`src/rtl/dbt_pkg.sv`:
```
package dbt_pkg;
  typedef struct packed {
    logic wr;
    logic burst;
  } dbt_op_t;
endpackage

```
`src/rtl/dbt_queue.sv`:
```
module dbt_queue
  import dbt_pkg::*;
#(
  parameter int unsigned DEPTH = 4,
  localparam int unsigned IW = (DEPTH > 1) ? $clog2(DEPTH) : 1,
  localparam int unsigned CW = $clog2(DEPTH + 1)
) (
  input  logic                  clk_i,
  input  logic                  rst_ni,
  input  logic                  push_i,
  input  dbt_op_t               push_op_i,
  input  logic                  pop_i,
  input  logic [IW-1:0]         pop_idx_i,
  output dbt_op_t [DEPTH-1:0]   ops_o,
  output logic [CW-1:0]         cnt_o,
  output logic                  full_o
);
  dbt_op_t [DEPTH-1:0] ent_q, ent_d;
  logic [CW-1:0]       cnt_q, cnt_pop;
  logic                push_ok;

  assign full_o  = (cnt_q == CW'(DEPTH));
  assign push_ok = push_i && !full_o;
  assign cnt_pop = cnt_q - CW'(pop_i);

  // compacted storage: slots above the popped one slide down, push lands at tail
  for (genvar i = 0; i < DEPTH; i++) begin : g_slot
    dbt_op_t shifted;
    logic    slide;
    assign slide = pop_i && (IW'(i) >= pop_idx_i);
    if (i < DEPTH - 1) begin : g_mid
      assign shifted = slide ? ent_q[i+1] : ent_q[i];
    end else begin : g_top
      assign shifted = slide ? dbt_op_t'('0) : ent_q[i];
    end
    assign ent_d[i] = (push_ok && (cnt_pop == CW'(i))) ? push_op_i : shifted;
  end

  always_ff @(posedge clk_i or negedge rst_ni) begin
    if (!rst_ni) begin
      ent_q <= '0;
      cnt_q <= '0;
    end else begin
      ent_q <= ent_d;
      cnt_q <= cnt_pop + CW'(push_ok);
    end
  end

  assign ops_o = ent_q;
  assign cnt_o = cnt_q;
endmodule

```
`src/rtl/dbt_pick.sv`:
```
module dbt_pick
  import dbt_pkg::*;
#(
  parameter int unsigned DEPTH = 4,
  localparam int unsigned IW = (DEPTH > 1) ? $clog2(DEPTH) : 1,
  localparam int unsigned CW = $clog2(DEPTH + 1)
) (
  input  dbt_op_t [DEPTH-1:0] ops_i,
  input  logic [CW-1:0]       cnt_i,
  output logic                wr_found_o,
  output logic [IW-1:0]       wr_idx_o
);
  logic [DEPTH-1:0] wr_hit;

  for (genvar i = 0; i < DEPTH; i++) begin : g_hit
    assign wr_hit[i] = ops_i[i].wr && (CW'(i) < cnt_i);
  end

  always_comb begin
    wr_idx_o = '0;
    for (int i = DEPTH - 1; i >= 0; i--) begin
      if (wr_hit[i]) wr_idx_o = IW'(i);
    end
  end

  assign wr_found_o = |wr_hit;
endmodule

```
`src/rtl/dbt_beat_ctr.sv`:
```
module dbt_beat_ctr #(
  parameter int unsigned BURST_BEATS = 4,
  localparam int unsigned BW = (BURST_BEATS > 1) ? $clog2(BURST_BEATS) : 1
) (
  input  logic clk_i,
  input  logic rst_ni,
  input  logic load_i,
  input  logic burst_i,
  output logic busy_o,
  output logic last_o
);
  logic          busy_q;
  logic [BW-1:0] left_q;

  always_ff @(posedge clk_i or negedge rst_ni) begin
    if (!rst_ni) begin
      busy_q <= 1'b0;
      left_q <= '0;
    end else if (load_i) begin
      busy_q <= 1'b1;
      left_q <= burst_i ? BW'(BURST_BEATS - 1) : '0;
    end else if (busy_q) begin
      if (left_q == '0) busy_q <= 1'b0;
      else              left_q <= left_q - 1'b1;
    end
  end

  assign busy_o = busy_q;
  assign last_o = busy_q && (left_q == '0);
endmodule

```
`src/rtl/dbus_tenure_ctrl.sv`:
```
module dbus_tenure_ctrl
  import dbt_pkg::*;
#(
  parameter int unsigned DEPTH       = 4,
  parameter int unsigned BURST_BEATS = 4
) (
  input  logic clk_i,
  input  logic rst_ni,
  input  logic grant_i,
  input  logic wr_only_i,
  input  logic ext_busy_i,
  input  logic enq_valid_i,
  input  logic enq_write_i,
  input  logic enq_burst_i,
  output logic enq_ready_o,
  output logic busy_o,
  output logic cur_write_o,
  output logic cur_burst_o,
  output logic last_beat_o
);
  localparam int unsigned IW = (DEPTH > 1) ? $clog2(DEPTH) : 1;
  localparam int unsigned CW = $clog2(DEPTH + 1);

  dbt_op_t [DEPTH-1:0] ops;
  logic [CW-1:0]       cnt;
  logic                full, wr_found, busy, last;
  logic [IW-1:0]       wr_idx, sel_idx;
  logic                bus_free, take_wr, take_ord, start;
  dbt_op_t             sel_op, cur_q;

  dbt_queue #(.DEPTH(DEPTH)) u_queue (
    .clk_i, .rst_ni,
    .push_i    (enq_valid_i),
    .push_op_i ({enq_write_i, enq_burst_i}),
    .pop_i     (start),
    .pop_idx_i (sel_idx),
    .ops_o     (ops),
    .cnt_o     (cnt),
    .full_o    (full)
  );

  dbt_pick #(.DEPTH(DEPTH)) u_pick (
    .ops_i      (ops),
    .cnt_i      (cnt),
    .wr_found_o (wr_found),
    .wr_idx_o   (wr_idx)
  );

  // qualified: own bus idle and no other master holding it
  assign bus_free = !busy && !ext_busy_i;
  // override promotes oldest write without needing a grant
  assign take_wr  = bus_free && wr_only_i && wr_found;
  assign take_ord = bus_free && grant_i && (cnt != '0) && !take_wr;
  assign start    = take_wr || take_ord;
  assign sel_idx  = take_wr ? wr_idx : '0;
  assign sel_op   = ops[sel_idx];

  dbt_beat_ctr #(.BURST_BEATS(BURST_BEATS)) u_beat (
    .clk_i, .rst_ni,
    .load_i  (start),
    .burst_i (sel_op.burst),
    .busy_o  (busy),
    .last_o  (last)
  );

  always_ff @(posedge clk_i or negedge rst_ni) begin
    if (!rst_ni)    cur_q <= '0;
    else if (start) cur_q <= sel_op;
  end

  assign enq_ready_o = !full;
  assign busy_o      = busy;
  assign last_beat_o = last;
  assign cur_write_o = cur_q.wr;
  assign cur_burst_o = cur_q.burst;
endmodule

```
`config.mk`:
```
export PLATFORM = sky130hd
export DESIGN_NAME = dbus_tenure_ctrl
export DESIGN_NICKNAME = d
export VERILOG_FILES = /design/src/rtl/dbt_pkg.sv /design/src/rtl/dbt_queue.sv /design/src/rtl/dbt_pick.sv /design/src/rtl/dbt_beat_ctr.sv /design/src/rtl/dbus_tenure_ctrl.sv
export SDC_FILE = /design/constraint.sdc
export NUM_CORES = 1
export LEC_CHECK = 0
export BUFFER_PORTS_ARGS = -buffer_cell sky130_fd_sc_hd__clkbuf_2
export CORE_UTILIZATION = 55
export DETAILED_ROUTE_END_ITERATION = 12
export PLACE_DENSITY = 0.77
export SLEW_MARGIN = 5
export SYNTH_ARGS = -nofsm -noshare
export SYNTH_HDL_FRONTEND = slang
export SYNTH_HIERARCHICAL = 1
export SYNTH_SLANG_ARGS = --single-unit
export TNS_END_PERCENT = 10
```
`constraint.sdc`:
```
create_clock -name clk_i -period 3.9 [get_ports clk_i]
set_clock_uncertainty 0.1 [all_clocks]
set_input_delay 0.39 -clock clk_i [delete_from_list [all_inputs] [get_ports clk_i]]
set_output_delay 0.39 -clock clk_i [all_outputs]
set_load 0.01 [all_outputs]
```
==> results by group <==
Run status
  • Status: finished clean

Finish
  • Share of layout cells above drive strength 1: 35.3%
  • Multi-input logic area: 684 sq um
  • Sequential cell area: 400 sq um
  • Fill count: 144
  • Post-layout nets: 132
  • Area grow syn2layout: 12.9%
  • Finished Layout Cells: 144
  • N_diodes: 0

Detailed routing
  • DRT Wirelength: 2090 um
  • 1st-pass router iterations: 4
  • DR WL/cell: 14.5 um
  • Routed Antenna Nets: 0
  • DR iter-0 viols: 10
  • DRC: 0
  • Vias/cell: 5.69
  • Vias after detailed routing: 819

Yosys
  • Mux cell area share after synthesis: 17.3%
  • Sequential area share after synthesis: 35.7%
  • Main area contributors after synthesis: dfrtp_1 (36%), mux2_2 (13%), a2111oi_4 (4.9%)
  • Async S/R FF share, synth: 100%
  • Netlist cell types: 36
  • Synth top area share: 35.7%
  • Synth area leader: dfrtp_1
  • Compound-Gate Fraction of Synth Area: 19.7%
  • Ys flop type: dfrtp_1
  • EDFF count, synth: 0
  • Xor/xnor cell area share of the yosys netlist: 2.34%
  • Most frequent cells after synthesis: dfrtp_1 (16), mux2_2 (13), inv_1 (10)
  • Synthesized area: 0.00112 sq mm
  • Post-Synth Adder-Cell Area: 4.46%
  • Synthesized Nets: 113
  • Cells after Synth: 101
  • Synth Register Bits: 16
  • Simple-Gate Fraction of Synth Area: 17.2%
  • Largest family of logic cells by synthesized area: compound AO/OA/AOI/OAI gates
  • Synthesized area per cell: 11.1 sq um
  • Synth warnings: 6
  • Most frequent cell after synthesis: dfrtp_1

Critical path
  • CP max stage delay: 0.43 ns
  • Crit-path cells: o21ai_0 -> nand4_1 -> nand2_1 -> a211oi_2 -> buf_4 -> ha_1 -> ha_1 -> or2_4 -> a2111oi_4 -> mux2_1
  • Crit path max fanout: 15
  • Slowest CP cell: dfrtp_1
  • Flop2flop setup slack: 0.87 ns
  • CP endpoint kind: register
  • Crit path launch type: register
  • Most used cell, CP: ha_1
  • CP arrival: 3.10 ns
  • CP Class: register to register
  • WP data required: 3.97 ns

STA
  • Post-route worst setup slack: 0.868 ns
  • Peak Freq: 0.330 GHz
  • Final Setup Violations: 0
  • Final worst path period share: 77.7%
  • Final hold violations: 0
  • Slew @ Worst Pin: 0.478 ns
  • Post-layout minimum cycle time: 3.03 ns
  • Relative slew slack: 68.1%
  • RSZ-0062 raised after global routing: false
  • Setup_tns: 0 ns
  • Max Slew Vio Count: 0
  • WHS: 0.290 ns

GRT
  • First-pass GRT wire length: 3190 um
  • Number of global-route vias before repair: 736
  • Largest net degree at the start of global routing: 17
  • Remaining Overflow, GRT: 0
  • Initial antenna violation count: 0
  • Total Routing Usage GR: 21.0%

Floorplan
  • Die Span Y: 47.2 um
  • Starting Density: 61.6%
  • Die width: 47.2 um
  • IO Count: 13
  • Num rows: 15
  • Core Area: 0.00182 sq mm
  • Total die area: 0.00223 sq mm

Pwr
  • LEAKAGE: 0.559 nW
  • Power per standard cell area: 810 mW/mm^2
  • Max VDD drop: 0.412 mV

Clock network
  • Clock transition at the registers of the reported paths: 0.09 ns
  • CTS tree: done
  • Cts repair resizes: 0
  • Root buffer cell: clkbuf_4
  • TritonCTS buffer count: 3
  • H-Tree Depth: 1
  • Clock Latency Late Sink: 0.28 ns
  • Longest Clk Path Bufs: 2
  • Num Clock Sinks: 16

Placement
  • DP HPWL: 1550 um
  • GPL Wtd Cong: 0.807
  • Dpl cells: 139
  • Post-place setup slack: 0.947 ns
  • Port bufs: 12

Job
  • Max Cap Violations: 0

Worst hold path
  • Worst Hold Class: input port to register
[worst max-delay path: cells and delay by family (launching register included)]
family / cells / cell delay, ns
simple gates: 3 / 0.59
mux: 1 / 0.37
compound gates: 3 / 0.79
buf+inv: 1 / 0.20
flops: 1 / 0.43
fa+ha+maj: 2 / 0.44
[worst paths after layout]
path | startpoint | end | cells after the start
setup / recovery | u_queue/ops_o[7] | u_queue/ops_o[5] | 10
max in group asynchronous | rst_ni | u_beat/left_q[1] | 2
hold / removal | enq_burst_i | u_queue/ops_o[4] | 2
hold reg to reg | cur_burst_o | cur_burst_o | 1
min in group asynchronous | rst_ni | u_queue/cnt_o[2] | 2
setup reg to reg | u_queue/ops_o[7] | u_queue/ops_o[5] | 10
[power by group]
group | internal, W | total [W] | leakage [nW] | switching [W]
clock | 0.0000568 | 0.000108 | 0.0210 | 0.0000515
sequential | 0.000247 | 0.000351 | 0.197 | 0.000104
combinational | 0.000294 | 0.000567 | 0.342 | 0.000273
[flip-flops by register name (all words and copies together), names as in the netlist]
register       flops
u_queue/ops_o      8
u_queue/cnt_o      3
u_beat/left_q      2
cur_burst_o        1
cur_write_o        1
u_beat/busy_o      1
[layer usage]
metal,track usage (%),part of all wire [%]
met2,33.9,45
met4,10.9,1.8
met3,2.31,2.4
met1,27.9,51
met5,0,0
[logic make-up after synthesis]
kind of cell,Yosys count
AOI/OAI and AO/OA,21
xor gates and xnor gates,3
adders and majority gates,4
buffers and inverters,10
DFF,16
muxes,17
and+or+nand+nor,30
[cell usage in the layout (no fill, tap or decap), types with 2 or more instances in the layout]
cell type,netlist,layout
inv_1,10,10
dfrtp_1,16,16
mux2_1,2,2
nor2b_1,4,4
xnor2_1,3,3
ha_1,4,4
a21oi_1,3,3
clkbuf_2,0,12
nor2_1,5,5
a211oi_2,2,2
a2111oi_4,2,2
nand2b_1,3,3
a211oi_1,2,2
nand3b_1,3,3
nand3_1,2,2
nand2_1,3,3
nor4bb_1,2,2
o22ai_1,3,3
mux2_2,13,13
clkbuf_4,0,3
o21ai_0,2,2
[layout make-up]
cell class	count	share of cell area, %
multi-input combinational	75	54.0
sequential	16	31.6
timing repair buffer	14	6.12
inverter	10	2.96
clock buffer	4	2.86
tap	25	2.47
[per-stage QoR]
step                power [W]  area (sq um)  utilization (%)
finish                0.00103          1270             69.6
global route          0.00110          1270             69.6
CTS                   0.00102          1270             69.6
detailed placement   0.000913          1220             67.1
global placement     0.000895          1220             67.1
floorplan            0.000786          1120                -
[repair_timing]
item,4_1_cts,5_1_grt
endpoints found under the hold margin,16,0
hold buffers,1,0
buffers inserted,0,0
(Power assumes the default switching activity.)
